## src/rtl/irq_mask_pkg.sv

```systemverilog
package irq_mask_pkg;

  // Default source positions inside the flag and enable registers
  localparam int SRC_TIMER_A = 6;
  localparam int SRC_TIMER_B = 5;
  localparam int SRC_SHIFT   = 2;

  // Decoded access strobes handed from control to datapath
  typedef struct packed {
    logic flagWr;
    logic enWr;
    logic flagRd;
    logic enRd;
    logic shiftRd;
  } accessStrobes_t;

endpackage

```

## src/rtl/irq_mask_ctrl.sv

```systemverilog
module irq_mask_ctrl
  import irq_mask_pkg::*;
#(
  parameter int              ADDR_W     = 4,
  parameter logic [ADDR_W-1:0] FLAG_ADDR  = 4'h5,
  parameter logic [ADDR_W-1:0] EN_ADDR    = 4'h6,
  parameter logic [ADDR_W-1:0] SHIFT_ADDR = 4'h2
) (
  input  logic              wrEn,
  input  logic              rdEn,
  input  logic [ADDR_W-1:0] addr,
  output accessStrobes_t    strobes
);

  logic hitFlag;
  logic hitEn;
  logic hitShift;

  always_comb begin
    hitFlag  = (addr == FLAG_ADDR);
    hitEn    = (addr == EN_ADDR);
    hitShift = (addr == SHIFT_ADDR);

    strobes.flagWr  = wrEn & hitFlag;
    strobes.enWr    = wrEn & hitEn;
    strobes.flagRd  = rdEn & hitFlag;
    strobes.enRd    = rdEn & hitEn;
    strobes.shiftRd = rdEn & hitShift;
  end

endmodule

```

## src/rtl/irq_mask_dp.sv

```systemverilog
module irq_mask_dp
  import irq_mask_pkg::*;
#(
  parameter int DATA_W    = 8,
  parameter int SHIFT_BIT = SRC_SHIFT
) (
  input  logic              clk,
  input  logic              rstN,
  input  accessStrobes_t    strobes,
  input  logic [DATA_W-1:0] wrData,
  input  logic [DATA_W-2:0] setEv,
  input  logic [DATA_W-2:0] clrEv,
  output logic [DATA_W-2:0] flagQ,
  output logic [DATA_W-2:0] enQ,
  output logic [DATA_W-1:0] rdData,
  output logic              irqOut
);

  localparam int NUM_SRC = DATA_W - 1;
  localparam int MODE_BIT = DATA_W - 1;

  logic [NUM_SRC-1:0] swClear;
  logic [NUM_SRC-1:0] readClear;
  logic [NUM_SRC-1:0] flagD;
  logic [NUM_SRC-1:0] enD;
  logic               pending;

  always_comb begin
    swClear   = strobes.flagWr ? wrData[NUM_SRC-1:0] : '0;
    readClear = '0;
    if (strobes.shiftRd) readClear[SHIFT_BIT] = 1'b1;
  end

  // One flag cell per source: set dominates every clear path
  for (genvar i = 0; i < NUM_SRC; i++) begin : g_flag
    always_comb begin
      if (setEv[i])
        flagD[i] = 1'b1;
      else if (clrEv[i] | swClear[i] | readClear[i])
        flagD[i] = 1'b0;
      else
        flagD[i] = flagQ[i];
    end
  end

  always_comb begin
    enD = enQ;
    if (strobes.enWr) begin
      if (wrData[MODE_BIT])
        enD = enQ | wrData[NUM_SRC-1:0];
      else
        enD = enQ & ~wrData[NUM_SRC-1:0];
    end
  end

  assign pending = |(flagQ & enQ);

  always_comb begin
    if (strobes.flagRd)
      rdData = {pending, flagQ};
    else if (strobes.enRd)
      rdData = {1'b1, enQ};
    else
      rdData = '0;
  end

  always_ff @(posedge clk) begin
    if (!rstN) begin
      flagQ  <= '0;
      enQ    <= '0;
      irqOut <= 1'b0;
    end else begin
      flagQ  <= flagD;
      enQ    <= enD;
      irqOut <= pending;
    end
  end

endmodule

```

## src/rtl/irq_mask_unit.sv

```systemverilog
module irq_mask_unit
  import irq_mask_pkg::*;
#(
  parameter int                ADDR_W     = 4,
  parameter int                DATA_W     = 8,
  parameter logic [ADDR_W-1:0] FLAG_ADDR  = 4'h5,
  parameter logic [ADDR_W-1:0] EN_ADDR    = 4'h6,
  parameter logic [ADDR_W-1:0] SHIFT_ADDR = 4'h2,
  parameter int                SHIFT_BIT  = SRC_SHIFT
) (
  input  logic              clk,
  input  logic              rstN,
  input  logic              wrEn,
  input  logic              rdEn,
  input  logic [ADDR_W-1:0] addr,
  input  logic [DATA_W-1:0] wrData,
  output logic [DATA_W-1:0] rdData,
  input  logic [DATA_W-2:0] setEv,
  input  logic [DATA_W-2:0] clrEv,
  output logic              irqOut
);

  accessStrobes_t    strobes;
  logic [DATA_W-2:0] flagQ;
  logic [DATA_W-2:0] enQ;

  irq_mask_ctrl #(
    .ADDR_W    (ADDR_W),
    .FLAG_ADDR (FLAG_ADDR),
    .EN_ADDR   (EN_ADDR),
    .SHIFT_ADDR(SHIFT_ADDR)
  ) u_ctrl (
    .wrEn   (wrEn),
    .rdEn   (rdEn),
    .addr   (addr),
    .strobes(strobes)
  );

  irq_mask_dp #(
    .DATA_W   (DATA_W),
    .SHIFT_BIT(SHIFT_BIT)
  ) u_dp (
    .clk    (clk),
    .rstN   (rstN),
    .strobes(strobes),
    .wrData (wrData),
    .setEv  (setEv),
    .clrEv  (clrEv),
    .flagQ  (flagQ),
    .enQ    (enQ),
    .rdData (rdData),
    .irqOut (irqOut)
  );

endmodule

```

## config.mk

```make
export PLATFORM = sky130hd
export DESIGN_NAME = irq_mask_unit
export DESIGN_NICKNAME = d
export VERILOG_FILES = /design/src/rtl/irq_mask_pkg.sv /design/src/rtl/irq_mask_ctrl.sv /design/src/rtl/irq_mask_dp.sv /design/src/rtl/irq_mask_unit.sv
export SDC_FILE = /design/constraint.sdc
export NUM_CORES = 1
export LEC_CHECK = 0
export CORE_MARGIN = 2
export CORE_UTILIZATION = 39
export CTS_BUF_LIST = sky130_fd_sc_hd__clkbuf_4 sky130_fd_sc_hd__clkbuf_8
export DETAILED_ROUTE_END_ITERATION = 8
export PLACE_DENSITY = 0.77
export SYNTH_ARGS = -nofsm -noshare
export SYNTH_HDL_FRONTEND = slang
export SYNTH_SLANG_ARGS = --single-unit
```

## constraint.sdc

```tcl
create_clock -name clk -period 1.4 [get_ports clk]
set_input_delay 0.21 -clock clk [delete_from_list [all_inputs] [get_ports clk]]
set_output_delay 0.21 -clock clk [all_outputs]
set_load 0.02 [all_outputs]
```

== Word level (Yosys, flattened, before mapping) ==
Index checks and enable logic that the tools add are counted.

* Eq/ne operators: 3
* Muxes and demuxes: 19
* Bitwise operators: 17
* Reduce and logical (&&, ||, !) cells: 8

{| class="wikitable"
|+ Operators with widths
! operator !! number
|-
| two-way mux 8 bit || 2
|-
| two-way mux 1 bit || 15
|-
| AND 7 bit || 2
|-
| two-way mux 7 bit || 2
|-
| nonzero test 2 bit || 7
|-
| == test 4 x 3 -> 1 bit, second input constant || 2
|-
| OR 1 bit || 8
|-
| NOT 7 bit || 1
|-
| OR 7 bit || 1
|-
| OR reduction 7 bit || 1
|-
| AND 1 bit || 5
|-
| == test 4 x 2 -> 1 bit, second input constant || 1
|}

* Flip-flop bits (word level): 15

== Longest topological paths before layout ==
Gate-level depths: netlist of the first run.

* Word-level depth: 7
* Mapped depth: 5
* Gate-level depth less buffers: 3

== Modules after synthesis ==
A second synthesis of the first run with hierarchy kept.

* Cells, all modules: 106
* Area, all modules: 762.0 µm²

{| class="wikitable"
|+ Modules (own cells, without submodules)
! module !! times used !! cells each !! area an instance (µm²) !! seq. area each (µm²)
|-
| irq_mask_dp || 1 || 97 || 696.9 || 300.3
|-
| irq_mask_ctrl || 1 || 9 || 65.1 || 0.0
|}

== Least setup slack after synthesis of the first run ==
Ideal clock, no wire load.

* Path kind: input-to-output
* Start point: input port addr[1]
* End point: output port rdData[0]
* Arrival: 1.062 ns
* Required time: 1.190 ns
* Setup slack: 0.128 ns
* Stages: 5
* Buffers on the path: 2
* Path through: nor2b_1 buf_6 and3_1 buf_2 a22o_2

* Cells in the longest elaborated chain, start to end: 4
* Elaborated cells between the ends (all ways): 6
* Classes of those cells: eq/ne: 2; mux: 2; bitwise: 2

{| class="wikitable"
|+ Ends and longest elaborated chain
! item !! line !! source
|-
| start, declared || irq_mask_unit.sv:15 || <nowiki>input logic [ADDR_W-1:0] addr,</nowiki>
|-
| == test 4 x 3 -> 1 bit || irq_mask_ctrl.sv:21 || <nowiki>hitEn = (addr == EN_ADDR);</nowiki>
|-
| AND 1 bit || irq_mask_ctrl.sv:27 || <nowiki>strobes.enRd = rdEn & hitEn;</nowiki>
|-
| two-way mux 8 bit || irq_mask_dp.sv:61 || <nowiki>else if (strobes.enRd)</nowiki>
|-
| two-way mux 8 bit (*) || irq_mask_dp.sv:59 || <nowiki>if (strobes.flagRd)</nowiki>
|-
| end, declared || irq_mask_unit.sv:17 || <nowiki>output logic [DATA_W-1:0] rdData,</nowiki>
|}

Mark *: on every way between the ends. The rest lies on a longest branch, timed or not.

==> reports/qor.yml, run 1 <==
total_power_uw: 919
fillers: 151
switchingPower_uw: 225
grt_usage_pct: 21.0
leakage_nw: 0.671
yosys.area.top_type_share_pct: 36.9
power_switching_share_pct: 24.4
cts_made_buffers: 3
cts_root_buf: "clkbuf_4"
slew_viol_final: 0
gr-total-overflow: 0
synth.cell_area_um2: 813
clock_latency_ns: 0.28
clkPwrFrac_pct: 29.4
p_comb_share_pct: 21.2
path_class: "flip-flop to primary output"
place_ws_ns: -0.795
die_w_um: 49.7
critPathArrivalTime_ns: 1.44
skew_ns: 0.00460
slowest_stage: "a222oi_1"
violations: "setup timing"
final_cell_mix: "clkdlybuf4s50_1 (24), buf_4 (16), dfxtp_1 (12)"
first_pass_iters: 5
regArea_um2: 304
drt_iter0_drc: 20
multi_input_area_um2: 488
finalWeightedCongestion: 0.808
cts_setup_buffers: 0
cts_tree: "built"
sequentialPowerShare_pct: 49.4
cap_violations: 0
synth.ff_latch_count: 15
area_growth_pct: 72.0
cts_sinks: 15
rsz0062_at_grt: "true"
synth_area_leader_cell: "dfxtp_1"
period_needed_ns: 1.65
port_buffers: 38
dieArea_um2: 2470
diodes: 0
setup_viol: 1
grt_pass1_wl_um: 4010
min_period_over_period_pct: 118
antenna_found_initial: 0
path_max_fanout: 2
critPathLaunchType: "flip-flop"
fp-row-count: 16
via_count: 846
grt_pass1_vias: 896
hold_violations: 0
ant_nets: 0
worstMarginPinSlew_ns: 0.302
yosysSeqAreaShare_pct: 36.9
worstSetupEndpointType: "primary output"
post_dp_cell_area_um2: 1320
cts.path.max_buffers: 2
syn_inst: 87
yosysWarnings: 0
cp_cell_sequence: "a222oi_1, nand3_1, a21o_2, buf_6"
drc: 0
p_int_uw: 694
path_clk_slew_ns: 0.09
setup_ws_ns: -0.246
cts-htree-levels: 1
hold_class: "primary input to flip-flop"
yosysUniqueCellTypes: 22
final_common_cell: "clkdlybuf4s50_1"
routed_wl_um: 2430
slew_headroom_pct: 79.9
stdcell_area_um2: 1400
drive_gt1_share_pct: 33.3
cpPeakStageDelay_ns: 0.35
viasPerCell: 5.13
final_net_count: 169
synthTopCellsByArea: "dfxtp_1 (37%), a22o_2 (8.6%), mux2i_1 (8.6%)"
critPathRequiredTime_ns: 1.19
ir_worst_vdd_mv: 0.319
chipHeight_um: 49.7
synth_area_per_cell_um2: 9.35
grt_max_degree: 16
wl_per_cell_um: 14.8
fmax_ghz: 0.608
finalSetupTns_ns: -0.246
power.density_nw_per_um2: 657
io_pins: 39
fp.coreArea_um2: 1960
syn_nets: 117
hpwl_um: 1810
status: "complete, but fails checks"
start_util_pct: 41.5
[power by group through the flow]
stage	Combinational (mW)	Clock, mW	Sequential (mW)
3_5_place_dp	0.190	0	0.461
2_1_floorplan	0.0649	0	0.460
4_1_cts	0.197	0.269	0.452
3_3_place_gp	0.187	0	0.460
6_report	0.195	0.270	0.454
5_1_grt	0.210	0.297	0.455
[stage by stage]
stage          cells  hold WS [ns]  utilization [%]
5_1_grt          165         0.473             71.3
6_report         165         0.457             71.3
4_1_cts          165         0.510             71.9
3_3_place_gp     163         0.466             67.2
3_5_place_dp     163         0.480             67.2
2_1_floorplan     87         0.334                -
[critical path, delay by kind of cell (launching register included)]
family / cells / cell delay [ns]
compound gates: 2 / 0.57
buf+inv: 1 / 0.13
flops: 1 / 0.33
simple gates: 1 / 0.14
[layer usage]
layer	global-route usage, %	wire length (µm)	vias up
met5	0	0	-
met4	6.02	0	0
met3	3.94	134	0
met2	38.2	1240	37
met1	24.9	1050	389
li1	-	-	420
[Yosys cell counts]
cell      instances
a222oi_1          1
nand2_1           8
nor2b_1           1
mux2i_1           7
buf_4             1
clkbuf_1          2
and2_1            1
a22oi_1           2
buf_6             4
a21o_2            1
inv_1             8
o21a_1            6
buf_2             1
and3b_1           1
nand4b_1          1
and2b_1           2
a22o_2            7
a311oi_1          7
o211a_1           1
and3_1            2
dfxtp_1          15
nand3_1           8
[final timing paths]
path                                 from                     end  slack, ns  cells past startpoint
worst max-delay path            flip-flop               rdData[7]      -0.25                      4
worst min-delay path              addr[0]               flip-flop       0.46                      5
worst max register to register  flip-flop  u_dp.irqOut$_SDFF_PN0_       0.32                      3
worst min register to register  flip-flop               flip-flop       0.51                      2
[kinds of logic after synthesis]
family,after synthesis,share of synthesized area [%]
AND/OR/NAND/NOR,24,15.7
multiplexers,7,8.62
buffers and inverters,16,11.7
AO/OA/AOI/OAI,25,27.1
flip-flops,15,36.9
[layout make-up]
class	count	share of cell area [%]
repair buffers	55	36.7
multi-input cells	56	34.9
flip-flops and latches	15	21.7
well taps	27	2.42
clock buffers	4	2.15
inverters	8	2.15
[repair_timing]
item | CTS | global route
hold endpoints to repair | 0 | 0
hold buffers | 0 | 0
gates resized for setup | 72 | 5
pin swaps | 11 | 0
cloned | 0 | 0
endpoints found under the setup margin | 9 | 8
No activity file was read; power rests on OpenSTA's default activity.
==> run 2: changes to the inputs <==
Settings changed: GPL_TIMING_DRIVEN set to 0.
Clock period 1.4 ns to 1.7 ns, I/O delays scaled along.
==> run 2 against run 1 <==
Effect of this change: the flow now finishes without violations; via count grew 0.59%; utilization shrank 3.7 points; first-iteration DRC count grew 5.0%; sequential share of layout area grew 1.2 points; flip-flop and latch count is the same; cell area shrank 5.2%; clock skew shrank 0.0038 ns; wire length shrank 0.33%; final cell count shrank 5.5%; register-to-register slack gained 0.32 ns; critical endpoint unchanged; largest cell class is now multi-input gates; largest power group unchanged.
==> reports/qor.yml, run 2 (synthesis results as in run 1) <==
status: "finished clean"
cts-htree-levels: 1
path_class: "flip-flop to primary output"
numPlacedInstances: 151
multi_input_area_um2: 480
hold_violations: 0
regArea_um2: 304
r2r_start: "u_dp.flagQ[0]$_SDFFE_PN0P_"
cap_violations: 0
crit_family: "compound AO/OA/AOI/OAI gates"
worstSetupEndpointType: "primary output"
slew_viol_final: 0
skew_ns: 0.000817
wl_per_cell_um: 15.6
die_w_um: 49.7
final_common_cell: "clkdlybuf4s50_1"
io_pins: 39
stdcell_area_um2: 1330
r2r_setup_slack_ns: 0.64
crit_start: "u_dp.flagQ[0]$_SDFFE_PN0P_"
grt_max_degree: 11
post_dp_cell_area_um2: 1220
final_cell_mix: "clkdlybuf4s50_1 (25), buf_6 (12), dfxtp_1 (12)"
fmax_ghz: 0.595
finalWeightedCongestion: 0.784
path_clk_slew_ns: 0.10
critPathLaunchType: "flip-flop"
worstPathBufferInverterCount: 1
diodes: 0
drc: 0
fp-row-count: 16
r2r-end: "u_dp.irqOut$_SDFF_PN0_"
hp-start: "rstN"
cp_cell_sequence: "a222oi_1, nand3_1, a21o_2, buf_6"
fillers: 167
slew_headroom_pct: 65.4
cts_sinks: 15
grt_usage_pct: 22.3
leakage_nw: 0.610
final_net_count: 160
grt_pass1_vias: 918
dieArea_um2: 2470
critPathArrivalTime_ns: 1.43
setup_viol: 0
grt_pass1_wl_um: 4110
chipHeight_um: 49.7
rr_worst_depth: 3
viasPerCell: 5.46
path_max_fanout: 3
worstMarginPinSlew_ns: 0.519
ir_worst_vdd_mv: 0.385
cts_tree: "built"
period_needed_ns: 1.68
cts_root_buf: "clkbuf_4"
hold_class: "primary input to flip-flop"
drt_iter0_drc: 21
rsz0062_at_grt: "true"
min_period_over_period_pct: 98.9
power.density_nw_per_um2: 555
cpPeakStageDelay_ns: 0.35
ant_nets: 0
port_buffers: 37
hold_depth: 3
routed_wl_um: 2430
cts_made_buffers: 3
slowest_stage: "dfxtp_2"
start_util_pct: 41.5
antenna_found_initial: 0
cts.path.max_buffers: 2
area_growth_pct: 63.1
hpwl_um: 1660
gr-total-overflow: 0
first_pass_iters: 4
critPathRequiredTime_ns: 1.44
stdcell_count: 156
clock_latency_ns: 0.29
fp.coreArea_um2: 1960
via_count: 851
drive_gt1_share_pct: 24.8
-- run 2: how the worst max path moves through the flow --
stage,endpoint,cells after the start
3_3_place_gp,rdData[1],7
5_1_grt,rdData[7],4
2_1_floorplan,rdData[0],5
3_5_place_dp,rdData[6],7
6_report,rdData[7],4
4_1_cts,rdData[7],4
-- run 2: routing by layer --
layer	up-vias	GRT usage, %	wire [µm]
li1	405	-	-
met1	400	24.3	1000
met2	42	39.3	1210
met3	4	4.24	166
met4	0	13.4	50
met5	-	0	0
-- run 2: area by class of cell --
type | count | share of cell area, %
buffer | 6 | 3.96
clock buffer | 3 | 1.70
clock inverter | 1 | 0.377
inverter | 8 | 2.26
multi-input combinational | 56 | 36.2
sequential | 15 | 22.9
tap | 27 | 2.55
timing repair buffer | 40 | 30.0
-- run 2: power breakdown --
| part | leakage, nW | total [mW] | internal (mW) | switching, mW |
|---|---|---|---|---|
| clock network | 0.0177 | 0.215 | 0.0876 | 0.127 |
| logic | 0.469 | 0.143 | 0.0893 | 0.0541 |
| registers | 0.124 | 0.378 | 0.364 | 0.0131 |
-- run 2: repair_timing --
item                       in CTS  in global routing
gates cloned                    0                  0
hold endpoints to repair        0                  0
hold buffers                    0                  0
pin swaps                      11                  1
resized for setup              66                  0
setup endpoints to repair       8                  1
setup buffers                   3                  0
-- run 2: metrics by stage --
stage / total power [mW] / hold WS [ns] / util, % / setup TNS (ns) / worst slack (ns)
5_1_grt: 0.766 / 0.352 / 67.6 / -0.0466 / -0.0466
2_1_floorplan: 0.433 / 0.379 / - / 0 / 0.338
6_report: 0.736 / 0.318 / 67.6 / 0 / 0.0183
3_5_place_dp: 0.520 / 0.471 / 62.1 / -5.66 / -0.731
4_1_cts: 0.733 / 0.310 / 67.6 / 0 / 0.0144
3_3_place_gp: 0.516 / 0.460 / 62.1 / -5.36 / -0.678
-- run 2: worst register-to-register path, delay by kind of cell, from the launching register on --
family / cells / cell delay [ns]
simple gates: 2 / 0.31
flops: 1 / 0.35
compound gates: 1 / 0.32
==> run 3: changes to the inputs <==
Settings changed: CTS_CLUSTER_SIZE set to 16.
==> results of run 3 <==
No change in the layout: final DEF, timing and power equal those of run 2.
